==> src/rtl/vic_pkg.sv <==
`timescale 1ns/1ps
package vic_pkg;
    localparam int NBANK_DEF = 3;
    localparam int BANKW_DEF = 32;

    localparam logic [3:0] RG_CTRL = 4'h0;
    localparam logic [3:0] RG_PEND = 4'h1;
    localparam logic [3:0] RG_FAST = 4'h2;
    localparam logic [3:0] RG_EN   = 4'h4;
    localparam logic [3:0] RG_MASK = 4'h5;

    localparam logic [3:0] OFF_VEC  = 4'h0;
    localparam logic [3:0] OFF_PROT = 4'h8;
    localparam logic [3:0] OFF_TRIG = 4'hC;

    typedef enum logic {DLV_IDLE = 1'b0, DLV_ACTIVE = 1'b1} dlv_state_t;
    typedef enum logic {LINE_HI = 1'b0, LINE_LO = 1'b1} line_state_t;
    typedef enum logic {TRIG_LEVEL_LOW = 1'b0, TRIG_FALL_EDGE = 1'b1} trig_mode_t;
endpackage

==> src/rtl/vic_bank.sv <==
`timescale 1ns/1ps
module vic_bank #(
    parameter int W = 32
) (
    input  logic         clk,
    input  logic         rst_n,
    input  logic [W-1:0] set_i,
    input  logic         wr_pend_i,
    input  logic         wr_en_i,
    input  logic         wr_mask_i,
    input  logic [W-1:0] wdata_i,
    output logic [W-1:0] pend_o,
    output logic [W-1:0] en_o,
    output logic [W-1:0] mask_o
);
    logic [W-1:0] clr_bits;

    assign clr_bits = wr_pend_i ? wdata_i : '0;

    // set requests override a clear in the same cycle
    always_ff @(posedge clk or negedge rst_n) begin
        if (!rst_n) begin
            pend_o <= '0;
        end else begin
            pend_o <= (pend_o & ~clr_bits) | set_i;
        end
    end

    always_ff @(posedge clk or negedge rst_n) begin
        if (!rst_n) begin
            en_o <= '0;
        end else if (wr_en_i) begin
            en_o <= wdata_i;
        end
    end

    always_ff @(posedge clk or negedge rst_n) begin
        if (!rst_n) begin
            mask_o <= '0;
        end else if (wr_mask_i) begin
            mask_o <= wdata_i;
        end
    end
endmodule

==> src/rtl/vic_src0.sv <==
`timescale 1ns/1ps
module vic_src0
    import vic_pkg::*;
(
    input  logic       clk,
    input  logic       rst_n,
    input  logic       line_n_i,
    input  trig_mode_t mode_i,
    output logic       set_o
);
    line_state_t st_q, st_d;

    always_ff @(posedge clk or negedge rst_n) begin
        if (!rst_n) begin
            st_q <= LINE_HI;
        end else begin
            st_q <= st_d;
        end
    end

    always_comb begin
        st_d = st_q;
        unique case (st_q)
            LINE_HI: if (!line_n_i) st_d = LINE_LO;
            LINE_LO: if (line_n_i)  st_d = LINE_HI;
        endcase
    end

    always_comb begin
        unique case (mode_i)
            TRIG_LEVEL_LOW: set_o = !line_n_i;
            TRIG_FALL_EDGE: set_o = (st_q == LINE_HI) && !line_n_i;
        endcase
    end
endmodule

==> src/rtl/vic_prio.sv <==
`timescale 1ns/1ps
module vic_prio #(
    parameter int N  = 96,
    parameter int IW = $clog2(N)
) (
    input  logic [N-1:0]  req_i,
    output logic          hit_o,
    output logic [IW-1:0] idx_o
);
    // scan downward so the lowest set index is the last one kept
    always_comb begin
        hit_o = 1'b0;
        idx_o = '0;
        for (int i = N - 1; i >= 0; i--) begin
            if (req_i[i]) begin
                hit_o = 1'b1;
                idx_o = IW'(i);
            end
        end
    end
endmodule

==> src/rtl/vic_dlv.sv <==
`timescale 1ns/1ps
module vic_dlv
    import vic_pkg::*;
#(
    parameter int IW = 7
) (
    input  logic          clk,
    input  logic          rst_n,
    input  logic          hit_i,
    input  logic [IW-1:0] idx_i,
    output logic          irq_o,
    output logic [IW-1:0] vec_o
);
    dlv_state_t st_q, st_d;

    always_ff @(posedge clk or negedge rst_n) begin
        if (!rst_n) begin
            st_q <= DLV_IDLE;
        end else begin
            st_q <= st_d;
        end
    end

    always_comb begin
        st_d = st_q;
        unique case (st_q)
            DLV_IDLE:   if (hit_i)  st_d = DLV_ACTIVE;
            DLV_ACTIVE: if (!hit_i) st_d = DLV_IDLE;
        endcase
    end

    always_ff @(posedge clk or negedge rst_n) begin
        if (!rst_n) begin
            vec_o <= '0;
        end else begin
            vec_o <= hit_i ? idx_i : '0;
        end
    end

    assign irq_o = (st_q == DLV_ACTIVE);
endmodule

==> src/rtl/irq_vector_ctrl.sv <==
`timescale 1ns/1ps
module irq_vector_ctrl
    import vic_pkg::*;
#(
    parameter int NBANK = NBANK_DEF,
    parameter int BANKW = BANKW_DEF
) (
    input  logic                   clk,
    input  logic                   rst_n,
    input  logic [NBANK*BANKW-1:0] src_i,
    input  logic [7:0]             bus_addr,
    input  logic                   bus_we,
    input  logic [BANKW-1:0]       bus_wdata,
    input  logic                   bus_re,
    output logic [BANKW-1:0]       bus_rdata,
    output logic                   cpu_irq
);
    localparam int NSRC = NBANK * BANKW;
    localparam int IDXW = $clog2(NSRC);
    localparam int BSW  = 2;

    logic [3:0]       region;
    logic [BSW-1:0]   bsel;
    logic [3:0]       offs;
    logic             unused_lo;
    logic [NSRC-1:0]  set_all, pend_all, en_all, mask_all;
    logic             src0_set;
    logic             trig_q;
    logic [BANKW-1:0] prot_q;
    logic             hit;
    logic [IDXW-1:0]  hit_idx, vec_q;
    logic [BANKW-1:0] rd_d, rd_p, rd_e, rd_m;

    assign region    = bus_addr[7:4];
    assign bsel      = bus_addr[3:2];
    assign offs      = bus_addr[3:0];
    assign unused_lo = ^bus_addr[1:0];

    vic_src0 u_src0 (
        .clk      (clk),
        .rst_n    (rst_n),
        .line_n_i (src_i[0]),
        .mode_i   (trig_mode_t'(trig_q)),
        .set_o    (src0_set)
    );

    assign set_all = {src_i[NSRC-1:1], src0_set};

    for (genvar b = 0; b < NBANK; b++) begin : g_bank
        logic wp, wen, wmk;
        assign wp  = bus_we && (region == RG_PEND) && (bsel == BSW'(b));
        assign wen = bus_we && (region == RG_EN)   && (bsel == BSW'(b));
        assign wmk = bus_we && (region == RG_MASK) && (bsel == BSW'(b));

        vic_bank #(.W(BANKW)) u_bank (
            .clk       (clk),
            .rst_n     (rst_n),
            .set_i     (set_all[b*BANKW +: BANKW]),
            .wr_pend_i (wp),
            .wr_en_i   (wen),
            .wr_mask_i (wmk),
            .wdata_i   (bus_wdata),
            .pend_o    (pend_all[b*BANKW +: BANKW]),
            .en_o      (en_all[b*BANKW +: BANKW]),
            .mask_o    (mask_all[b*BANKW +: BANKW])
        );
    end

    always_ff @(posedge clk or negedge rst_n) begin
        if (!rst_n) begin
            trig_q <= 1'b0;
            prot_q <= '0;
        end else if (bus_we && region == RG_CTRL) begin
            if (offs == OFF_TRIG) trig_q <= bus_wdata[0];
            if (offs == OFF_PROT) prot_q <= bus_wdata;
        end
    end

    vic_prio #(.N(NSRC), .IW(IDXW)) u_prio (
        .req_i (pend_all & en_all & ~mask_all),
        .hit_o (hit),
        .idx_o (hit_idx)
    );

    vic_dlv #(.IW(IDXW)) u_dlv (
        .clk   (clk),
        .rst_n (rst_n),
        .hit_i (hit),
        .idx_i (hit_idx),
        .irq_o (cpu_irq),
        .vec_o (vec_q)
    );

    always_comb begin
        rd_p = '0;
        rd_e = '0;
        rd_m = '0;
        for (int b = 0; b < NBANK; b++) begin
            if (bsel == BSW'(b)) begin
                rd_p = pend_all[b*BANKW +: BANKW];
                rd_e = en_all[b*BANKW +: BANKW];
                rd_m = mask_all[b*BANKW +: BANKW];
            end
        end
        rd_d = '0;
        case (region)
            RG_CTRL: begin
                case (offs)
                    OFF_VEC:  rd_d = BANKW'({vec_q, 2'b00});
                    OFF_PROT: rd_d = prot_q;
                    OFF_TRIG: rd_d = BANKW'(trig_q);
                    default:  rd_d = '0;
                endcase
            end
            RG_PEND: rd_d = rd_p;
            RG_FAST: rd_d = '0;
            RG_EN:   rd_d = rd_e;
            RG_MASK: rd_d = rd_m;
            default: rd_d = '0;
        endcase
    end

    always_ff @(posedge clk or negedge rst_n) begin
        if (!rst_n) begin
            bus_rdata <= '0;
        end else if (bus_re) begin
            bus_rdata <= rd_d;
        end
    end
endmodule

==> config.mk <==
export PLATFORM = sky130hd
export DESIGN_NAME = irq_vector_ctrl
export DESIGN_NICKNAME = d
export VERILOG_FILES = /design/src/rtl/vic_pkg.sv /design/src/rtl/vic_bank.sv /design/src/rtl/vic_src0.sv /design/src/rtl/vic_prio.sv /design/src/rtl/vic_dlv.sv /design/src/rtl/irq_vector_ctrl.sv
export SDC_FILE = /design/constraint.sdc
export NUM_CORES = 1
export LEC_CHECK = 0
export CAP_MARGIN = 30
export CORE_AREA = 2 2 177 179
export CTS_BUF_LIST = sky130_fd_sc_hd__clkbuf_4 sky130_fd_sc_hd__clkbuf_8
export DETAILED_ROUTE_END_ITERATION = 6
export DIE_AREA = 0 0 179 181
export GPL_TIMING_DRIVEN = 0
export PLACE_DENSITY_LB_ADDON = 0.25
export SETUP_SLACK_MARGIN = 0.3
export SLEW_MARGIN = 20
export SYNTH_ARGS = -nofsm -noshare
export SYNTH_HDL_FRONTEND = slang
export SYNTH_SLANG_ARGS = --single-unit
==> constraint.sdc <==
create_clock -name clk -period 2.82 [get_ports clk]
set_input_delay 0.282 -clock clk [delete_from_list [all_inputs] [get_ports clk]]
set_output_delay 0.282 -clock clk [all_outputs]
set_load 0.01 [all_outputs]
==> key figures, run 1 <==
Synthesis
  • Synth cell types: 58
  • Post-synthesis sequential area ratio: 0.501
  • Xor-xnor portion of the synthesized cell area: 0
  • Mux contribution to synthesized area: 0.198
  • Post-synthesis adder-cell area fraction: 0
  • EDFF count, synth: 0
  • Synth Cell Area: between 15,000 and 20,000 um^2
  • Synth top area share: 0.501
  • Syn_nets: 1,864
  • Ys async rst share: 1.00
  • Largest family of logic cells by synthesized area: multiplexers
  • Compound-cell area share of the yosys netlist: 0.129
  • Area contributors post-synth: dfrtp_1, mux2_2, mux2i_1
  • Main flop type after synthesis: dfrtp_1
  • Avg Cell Area, Syn: 10.5 um^2
  • Synth area leader: dfrtp_1
  • Simple-gate area share of the yosys netlist: 0.143
  • YS warnings: 0
  • Seq cells post-synth: 362
  • Mapped Cells: about 1.7k

Global route
  • Vias in the first global route: 15.1k
  • Total global-route track usage: 0.372
  • Largest net degree at the start of global routing: 101
  • First-pass GRT wire length: 90.1 mm
  • Initial antenna violation count: 2
  • GR Overflow Total: 0

Layout
  • Leading cell type in the layout, fill and taps excluded: dfrtp_1
  • Most frequent cells in the layout: dfrtp_1, mux2_2, nor2_1
  • Nets@finish: approximately 2.1k
  • Area grow syn2layout: 18.9%
  • Share of cells above drive strength 1: 0.206

STA
  • Tmin final: between 2 and 2.5 ns
  • Slew HR: 0.303
  • Least-Margin Pin Slew: between 1 and 1.5 ns
  • Final setup vio count: 0
  • Setup tns final: 0 ns
  • Min Hold Slack: 0.0946 ns
  • Unrepaired setup endpoints after global routing: yes
  • Fin crit share: 0.881
  • Max Freq: 403 MHz
  • Fin. Hold Viols: 0
  • Clock skew: about 0.023 ns
  • Max-slew violation count: 0

Worst setup path
  • CP arrival: 2.95 ns
  • Worst Setup Start Kind: register
  • Kind of critical path: reg2reg
  • Crit path required time: between 3 and 4 ns
  • Critical path cell sequence: and3b_2 -> nor4_4 -> nand3_2 -> a21oi_2 -> o41ai_1 -> a31oi_1 -> o21bai_1 -> a2111oi_4
  • Largest stage delay, worst path: 0.45 ns
  • Crit. End Element: register
  • CP max stage cell: a2111oi_4
  • Worst-path fanout max: 4

Floorplan
  • Die Ht: between 150 and 200 um
  • Core area: 30,300 um^2
  • Initial Util: 0.596
  • Die Footprint: 32,400 um^2
  • # IOs: 173
  • Num rows: 64
  • Die width: between 150 and 200 um

Detailed routing
  • Initial DRC Count: 1,708
  • Post-Route WL: 59.9 mm
  • Highest metal used: met4
  • First drt pass iteration count: 6
  • Via count: 15.5k
  • Vias per cell: 6.50
  • Metal-1 WL: 24.4 mm
  • Post-route DRC: 0
  • Wire per inst: 25.2 um
  • DR WL met3: 5.59 mm
  • Antenna viol nets, final: 0
  • WL met2: around 27 mm

Min path
  • Worst Hold Class: in2reg

Placement
  • PortBufs: 139
  • RD Place Congestion: 0.965
  • Hpwl dp: 41.9 mm

CTS
  • Maximum root-to-sink buffer count: 3
  • TritonCTS clock tree: yes
  • Clk_lat worst skew: slightly above 0.6 ns
  • CTS root buf: clkbuf_8
  • H-tree depth: 2
  • Clock Pin Slew Worst Setup and Hold Paths: 0.06 ns
  • CTS buffer count: 57
  • Clock sinks: roughly 360

Pwr
  • Peak VDD IR: a little over 400 uV
  • Pwr per Cell Area: 628 nW/um^2
  • Leakage power: between 0.009 and 0.01 uW

Flow run
  • Max cap viols: 0

Outcome
  • Status: finished clean
area by class of cell:
type | instances | area (um^2)
flip-flops and latches | 362 | 9060
fillers | 2221 | 8860
multi-input cells | 1238 | 8560
repair buffers | 152 | 1580
clock buffers | 100 | 1220
plain buffers | 118 | 526
well taps | 396 | 495
clock inverters | 4 | 22.5
inverters | 6 | 22.5
diodes | 2 | 5.00
state kept, by name (all words and copies together) (netlist names):
signal                count
bus_rdata                32
g_bank.u_bank.en_o       96
g_bank.u_bank.mask_o     96
g_bank.u_bank.pend_o     96
prot_q                   32
trig_q                    1
u_dlv.irq_o               1
u_dlv.vec_o               7
u_src0.st_q               1
synth_stat cells, drive strengths merged (2+ instances only):
cell type and number:
inv 6, or3 3, dfrtp 362, nor2 212, o2111ai 2, a211oi 27, nor4b 2, or4b 2
a21boi 3, and2 5, clkbuf 71, mux2i 104, nand4 10, a211o 2, nand3 11, o22ai 42
nor3 12, o21ai 29, buf 47, and4 3, a41oi 2, o211ai 5, a21oi 145, a21o 98
and3 2, nor4 7, nand3b 79, a31oi 4, and3b 12, nand2 162, mux2 225, nand2b 4
a2111oi 4, nor2b 4, or2 6
per-layer routing:
metal	global-route usage	up-vias
met5	0	-
met3	0.0812	191
met2	0.568	889
met1	0.512	7812
li1	-	6567
met4	0.163	0
final timing paths:
check | startpoint | depth (start not counted) | slack, ns | end
worst max-delay path | g_bank[2].u_bank.en_o[19] | 8 | 0.34 | u_dlv.vec_o[3]
max in group asynchronous | rst_n | 5 | 1.15 | g_bank[0].u_bank.pend_o[13]
worst max register to register | g_bank[2].u_bank.en_o[19] | 8 | 0.34 | u_dlv.vec_o[3]
worst min-delay path | bus_wdata[23] | 3 | 0.09 | g_bank[0].u_bank.pend_o[23]
worst min register to register | prot_q[12] | 1 | 0.51 | prot_q[12]
min in group asynchronous | rst_n | 2 | 0.17 | bus_rdata[27]
where the power goes:
| group | internal (uW) | switching, uW | total (uW) |
|---|---|---|---|
| clock | 2690 | 2090 | 4780 |
| combinational | 1170 | 1540 | 2710 |
| sequential | 5660 | 357 | 6020 |
cell families after synthesis:
family	count (synthesis)
DFF	362
muxes	329
AOI/OAI and AO/OA	371
and+or+nand+nor	538
buffers and inverters	124
worst max-delay path: cells and delay by family (launching register included):
family,cells,cell delay (ns)
compound gates,5,1.13
flops,1,0.41
simple gates,3,0.80
per-stage QoR:
stage	instance area [um^2]	util	setup WS [ns]	power (uW)	std cells
global route	21500	0.708	0.266	14000	2377
detailed placement	20100	0.662	-0.691	8650	2264
floorplan	18100	-	0.890	7580	1724
global placement	20000	0.658	-14.08	8580	2259
CTS	21400	0.705	0.305	13400	2372
finish	21500	0.708	0.336	13500	2378
what timing repair did:
action / 4_1_cts / 5_1_grt
hold endpoints to repair: 98 / 0
setup buffers: 3 / 4
pin swaps: 1 / 6
endpoints found under the setup margin: 80 / 65
hold buffers: 1 / 0
gates resized for setup: 6 / 26
Power figures use the tool's default switching activity.
==> run 2: changes to the inputs <==
--- a/config.mk
+++ b/config.mk
@@ -12,6 +12,7 @@
 export DIE_AREA = 0 0 179 181
 export GPL_TIMING_DRIVEN = 0
 export PLACE_DENSITY_LB_ADDON = 0.25
+export REMOVE_ABC_BUFFERS = 1
 export SETUP_SLACK_MARGIN = 0.3
 export SLEW_MARGIN = 20
 export SYNTH_ARGS = -nofsm -noshare
==> run 2 against run 1 <==
Against the previous run: critical path depth is 3 lower; cell count is 2.8% lower; clock power is 0.8% higher; sequential power hardly changed; total power is 0.74% lower; final area is 1.5% higher; non-clock buffer count is 67 lower; clock skew is 0.0026 ns lower; worst hold slack better by 0.12 ns; routed wire length is 13% lower; worst setup slack worse by 0.012 ns; critical path type is now in2reg; largest cell class unchanged; largest power group unchanged; highest routed layer unchanged.
==> key figures, run 2 (synthesized netlist as in run 1, its figures left out) <==
Outcome
  • Status: finished clean

CTS
  • Clk_lat worst skew: between 0.6 and 0.7 ns
  • TritonCTS clock tree: yes
  • Maximum root-to-sink buffer count: 3
  • Clock sinks: about 360
  • Clock Pin Slew Worst Setup and Hold Paths: 0.06 ns
  • H-tree depth: 2
  • CTS root buf: clkbuf_8
  • CTS buffer count: 58

Worst setup path
  • Crit path required time: 3.30 ns
  • CP arrival: between 2 and 3 ns
  • Worst Setup Start Kind: input pin
  • Kind of critical path: in2reg
  • Crit Reg-Reg Startpoint: g_bank[2].u_bank.pend_o[31]
  • Worst-path fanout max: 36
  • Crit. End Element: register
  • Crit. Startpoint: bus_addr[5]

Global route
  • Initial antenna violation count: 0
  • First-pass GRT wire length: 80.0 mm
  • GR Overflow Total: 0
  • M1 GR Usage: 0.437
  • GR Layer Usage met3: 0.0638
  • Met2 GRT Util: 0.512
  • Grt peak-use layer: met2
  • Total global-route track usage: 0.321
  • Largest net degree at the start of global routing: 100
  • Vias in the first global route: 14.4k

STA
  • Slew HR: 0.478
  • Setup tns final: 0 ns
  • Fin. Hold Viols: 0
  • Max-slew violation count: 0
  • Final setup vio count: 0
  • Max Freq: ~400 MHz
  • Unrepaired setup endpoints after global routing: yes
  • Least-Margin Pin Slew: about 0.78 ns
  • Clock skew: 0.0202 ns
  • Tmin final: 2.50 ns
  • Fin crit share: 0.885

Detailed routing
  • Wire per inst: between 20 and 25 um
  • Post-route DRC: 0
  • Initial DRC Count: 1,315
  • Post-Route WL: between 50 and 60 mm
  • Via count: roughly 14k
  • First drt pass iteration count: 6
  • Vias per cell: 6.21
  • Antenna viol nets, final: 0

Layout
  • Area grow syn2layout: 20.7%
  • Share of cells above drive strength 1: 0.203
  • Fin area: approximately 22,000 um^2
  • Leading cell type in the layout, fill and taps excluded: dfrtp_1
  • ANT cells: 0
  • Nets@finish: around 2k
  • Final Non-Filler Cells: about 2.3k
  • Largest regs: g_bank.u_bank.en_o x96, g_bank.u_bank.mask_o x96, g_bank.u_bank.pend_o x96
  • Most frequent cells in the layout: dfrtp_1, mux2_2, nor2_1

Placement
  • Hpwl dp: 34.4 mm
  • PortBufs: approximately 170
  • Area post-placement: 20,300 um^2
  • Placed insts: 2,195
  • RD Place Congestion: 0.921

Pwr
  • Pwr per Cell Area: 614 nW/um^2
  • Leakage power: about 0.0094 uW
  • Peak VDD IR: 394 uV

Floorplan
  • Core area: approximately 30,000 um^2
  • Die width: about 180 um
  • Num rows: 64
  • Die Ht: approximately 180 um
  • Die Footprint: 32,400 um^2
  • Initial Util: 0.596
  • # IOs: 173

Flow run
  • Max cap viols: 0

Min path
  • Min-delay src: src_i[0]
  • Worst Hold Class: in2reg
[run 2: cell types whose count changed in the layout (fill, tap and decap cells not counted), moves of 6 or more]
cell | before | now
buf_16 | 4 | 11
buf_2 | 34 | 0
clkdlybuf4s50_1 | 138 | 168
nor2_4 | 0 | 6
clkbuf_2 | 9 | 0
buf_12 | 0 | 9
nor2_1 | 211 | 205
clkbuf_4 | 25 | 19
clkbuf_1 | 67 | 0
[run 2: worst max-delay path: stages]
cell	delay, ns
clkdlybuf4s50_1	0.43
nor2_2	0.26
nand3_4	0.63
or4b_4	0.98
mux2_1	0.38
[run 2: report_power, final]
group,switching (uW),internal [uW]
combinational,1400,1190
sequential,332,5660
clock,2100,2710
total,3840,9560
[run 2: final cells by class]
class                           instances  area (um^2)
Sequential cell                       362         9060
Multi-Input combinational cell       1241         8650
Fill cell                            2220         8530
Timing Repair Buffer                  203         2340
Clock buffer                           94         1170
Tap cell                              396          495
Clock inverter                          9         78.8
Inverter                                6         22.5
[run 2: layer usage]
layer	part of all wire	up-vias
li1	-	6446
met1	0.42	7199
met5	0	-
met4	0.027	0
met2	0.48	588
met3	0.076	117
[run 2: path summary, 6_finish.rpt]
kind	end	slack, ns	depth (start not counted)
setup / recovery	g_bank[0].u_bank.mask_o[0]	0.32	5
hold / removal	u_src0.st_q	0.21	2
setup reg to reg	u_dlv.vec_o[1]	0.43	8
hold reg to reg	prot_q[9]	0.50	1
max in group asynchronous	g_bank[2].u_bank.mask_o[3]	1.60	3
min in group asynchronous	bus_rdata[15]	0.24	2
[run 2: repair_timing]
action	CTS	global route
hold buffers	1	0
cloned	1	3
setup buffers	6	2
endpoints found under the setup margin	191	118
gates resized for setup	1	9
endpoints found under the hold margin	79	0
pin swaps	5	2
[run 2: through the flow]
stage               worst slack (ns)  utilization  power [uW]  hold slack [ns]
finish                         0.324        0.719       13400            0.211
global route                   0.283        0.719       14000            0.205
CTS                            0.221        0.715       13400            0.185
detailed placement             -1.10        0.670        8590            0.324
global placement              -14.32        0.652        8530            0.477
floorplan                      -2.99            -        7470          -0.0136
==> run 3: changes to the inputs <==
--- a/config.mk
+++ b/config.mk
@@ -5,13 +5,14 @@
 export SDC_FILE = /design/constraint.sdc
 export NUM_CORES = 1
 export LEC_CHECK = 0
+export ABC_AREA = 1
 export CAP_MARGIN = 30
-export CORE_AREA = 2 2 177 179
+export CORE_AREA = 2 2 176 178
 export CTS_BUF_LIST = sky130_fd_sc_hd__clkbuf_4 sky130_fd_sc_hd__clkbuf_8
 export DETAILED_ROUTE_END_ITERATION = 6
-export DIE_AREA = 0 0 179 181
+export DIE_AREA = 0 0 178 180
 export GPL_TIMING_DRIVEN = 0
-export PLACE_DENSITY_LB_ADDON = 0.25
+export PLACE_DENSITY = 0.9
 export REMOVE_ABC_BUFFERS = 1
 export SETUP_SLACK_MARGIN = 0.3
 export SLEW_MARGIN = 20
==> run 3 against run 2 <==
Against the previous run: critical path type is now reg2reg; die area down 1.1%; the run now ends with DRC, setup timing left; final area about the same; highest routed layer unchanged; sequential power about the same.
==> key figures, run 3 <==
Global route
  • M1 GR Usage: 0.444
  • GR Overflow Total: 0
  • GR Layer Usage met3: 0.0823
  • Largest net degree at the start of global routing: roughly 110
  • Initial antenna violation count: 0
  • Grt peak-use layer: met2
  • First-pass GRT wire length: 89.2 mm
  • Total global-route track usage: 0.356
  • Vias in the first global route: 17.4k
  • Met2 GRT Util: 0.564

Pwr
  • Clock network power share: 0.357
  • P_sw: 4140 uW
  • Leakage power: 0.0103 uW
  • Int Power: roughly 9400 uW
  • Seq pwr share: 0.443
  • Pwr per Cell Area: 619 nW/um^2
  • Peak VDD IR: 372 uV
  • Switching fraction of total power: 0.306
  • Comb pwr share: 0.201

STA
  • Unrepaired setup endpoints after global routing: yes
  • Setup tns final: -4.53 ns
  • Max-slew violation count: 0
  • Fin. Hold Viols: 0
  • Fin crit share: 2.19
  • Final setup vio count: 2
  • Worst Setup Slack, final: -3.37 ns
  • Max Freq: 162 MHz
  • Clock skew: 0.0178 ns
  • Least-Margin Pin Slew: 1.03 ns
  • Slew HR: 0.312
  • Tmin final: 6.19 ns

Synthesis
  • EDFF count, synth: 0
  • Area contributors post-synth: dfrtp_1, nand2_1, o21ai_0
  • YS warnings: 0
  • Seq cells post-synth: approximately 360
  • Count leader, synth: nand2_1
  • Post-synthesis sequential area ratio: 0.509
  • Avg Cell Area, Syn: between 7 and 8 um^2
  • Ys async rst share: 1.00
  • Main flop type after synthesis: dfrtp_1
  • Synth area leader: dfrtp_1
  • Synth top area share: 0.509
  • Synth cell count leaders: nand2_1, dfrtp_1, o21ai_0
  • Synth cell types: 38
  • Synth Cell Area: 17,800 um^2
  • Mapped Cells: ~2.2k

CTS
  • CTS buffer count: 60
  • Maximum root-to-sink buffer count: 3
  • Clock sinks: 362
  • Clock Pin Slew Worst Setup and Hold Paths: 0.06 ns
  • H-tree depth: 2
  • CTS root buf: clkbuf_8
  • TritonCTS clock tree: yes
  • Clk_lat worst skew: around 0.64 ns

Layout
  • Most frequent cells in the layout: nand2_1, dfrtp_1, o21ai_0
  • ANT cells: 0
  • Leading cell type in the layout, fill and taps excluded: nand2_1
  • Largest regs: g_bank.u_bank.en_o x96, g_bank.u_bank.mask_o x96, g_bank.u_bank.pend_o x96
  • Final Non-Filler Cells: about 2.9k
  • Share of cells above drive strength 1: 0.110
  • Nets@finish: 2,553
  • Area grow syn2layout: 22.7%

Outcome
  • Status: complete, but fails checks
  • Failing checks: DRC, setup timing

Worst setup path
  • Worst-path fanout max: 2
  • Kind of critical path: reg2reg
  • CP arrival: 6.70 ns
  • Worst Setup Start Kind: register
  • Crit. End Element: register
  • CP max stage cell: dfrtp_1
  • Crit path required time: between 3 and 4 ns
  • Largest stage delay, worst path: 0.39 ns
  • Crit-path most repeated cell: nand2_1

Detailed routing
  • Vias per cell: 6.12
  • Via count: 17.5k
  • Initial DRC Count: 2,024
  • Antenna viol nets, final: 0
  • Post-route DRC: 1
  • Wire per inst: 20.0 um
  • Post-Route WL: 57.2 mm
  • First drt pass iteration count: 7

Placement
  • Pre-CTS setup slack: -3.18 ns
  • Hpwl dp: between 30 and 40 mm
  • Placed insts: 2,736
  • RD Place Congestion: 0.914
  • PortBufs: 172

Floorplan
  • Die width: 178 um
  • Die Footprint: 32,000 um^2
  • Initial Util: 0.589
  • # IOs: 173
  • Die Ht: 180 um
  • Core area: between 30,000 and 40,000 um^2
  • Num rows: 64

Min path
  • Worst Hold Class: in2reg

Flow run
  • Max cap viols: 0
run 3: cell types whose count changed after synthesis, moves of 30 or more:
| cell | previous run | this run |
|---|---|---|
| nand2_1 | 161 | 578 |
| o21ai_0 | 28 | 297 |
| inv_1 | 6 | 243 |
| mux2_2 | 220 | 0 |
| a21oi_1 | 144 | 35 |
| mux2i_1 | 104 | 0 |
| a21o_1 | 98 | 0 |
| nand3b_1 | 78 | 3 |
| o21bai_1 | 1 | 74 |
| nor3_1 | 12 | 70 |
| inv_2 | 0 | 37 |
| buf_2 | 34 | 0 |
| o221ai_1 | 1 | 33 |
| nand3_1 | 10 | 40 |
run 3: through the flow:
| stage | cell area (um^2) | utilization | total power (uW) | hold WS (ns) |
|---|---|---|---|---|
| detailed placement | 20300 | 0.674 | 8580 | 0.350 |
| global placement | 19600 | 0.650 | 8430 | 0.465 |
| finish | 21800 | 0.723 | 13500 | 0.161 |
| CTS | 21700 | 0.719 | 13400 | 0.148 |
| global route | 21800 | 0.723 | 14100 | 0.163 |
| floorplan | 17400 | - | 7540 | -0.0136 |
run 3: path summary, 6_finish.rpt:
kind,startpoint,cells past startpoint,endpoint,slack [ns]
max in group asynchronous,rst_n,4,g_bank[1].u_bank.pend_o[0],1.28
worst max register to register,g_bank[2].u_bank.mask_o[30],96,u_dlv.vec_o[0],-3.37
worst max-delay path,g_bank[2].u_bank.mask_o[30],96,u_dlv.vec_o[0],-3.37
min in group asynchronous,rst_n,2,g_bank[1].u_bank.pend_o[12],0.26
worst min register to register,g_bank[1].u_bank.en_o[20],2,g_bank[1].u_bank.en_o[20],0.49
worst min-delay path,src_i[30],3,g_bank[0].u_bank.pend_o[30],0.16
run 3: critical path, delay by kind of cell, from the launching register on:
kind,cells,cell delay (ns)
AOI/OAI and AO/OA,1,0.05
buffers and inverters,1,0.08
and+or+nand+nor,94,5.53
DFF,1,0.39
run 3: power groups by stage:
stage	registers [uW]	logic [uW]	clock network, uW
floorplan	5980	1560	0
global placement	6030	2400	0
detailed placement	6040	2540	0
CTS	5960	2590	4830
global route	6020	2980	5070
finish	5980	2710	4820
run 3: metal layers:
layer	up-vias	routed length (um)
met5	-	0
met4	0	3710
met3	357	7080
met2	1362	26000
met1	8111	20400
li1	7633	-
run 3: cell families (layout without fill, tap and decap cells):
logic type / count (synthesis) / count (layout) / share of synthesized area
AOI/OAI and AO/OA: 543 / 543 / 0.186
and+or+nand+nor: 919 / 920 / 0.207
buffers and inverters: 408 / 633 / 0.0977
DFF: 362 / 362 / 0.509
run 3: timing repair:
item / CTS / global route
setup buffers: 6 / 3
hold buffers: 1 / 0
cloned: 0 / 1
endpoints found under the hold margin: 89 / 0
gates resized for setup: 18 / 23
endpoints found under the setup margin: 67 / 91
pin swaps: 4 / 6
run 3: layout make-up:
cell class	count	area, um^2
repair buffers	218	2360
inverters	308	1390
fillers	2046	8350
multi-input cells	1463	7280
well taps	396	495
flip-flops and latches	362	9060
clock inverters	13	108
clock buffers	94	1140
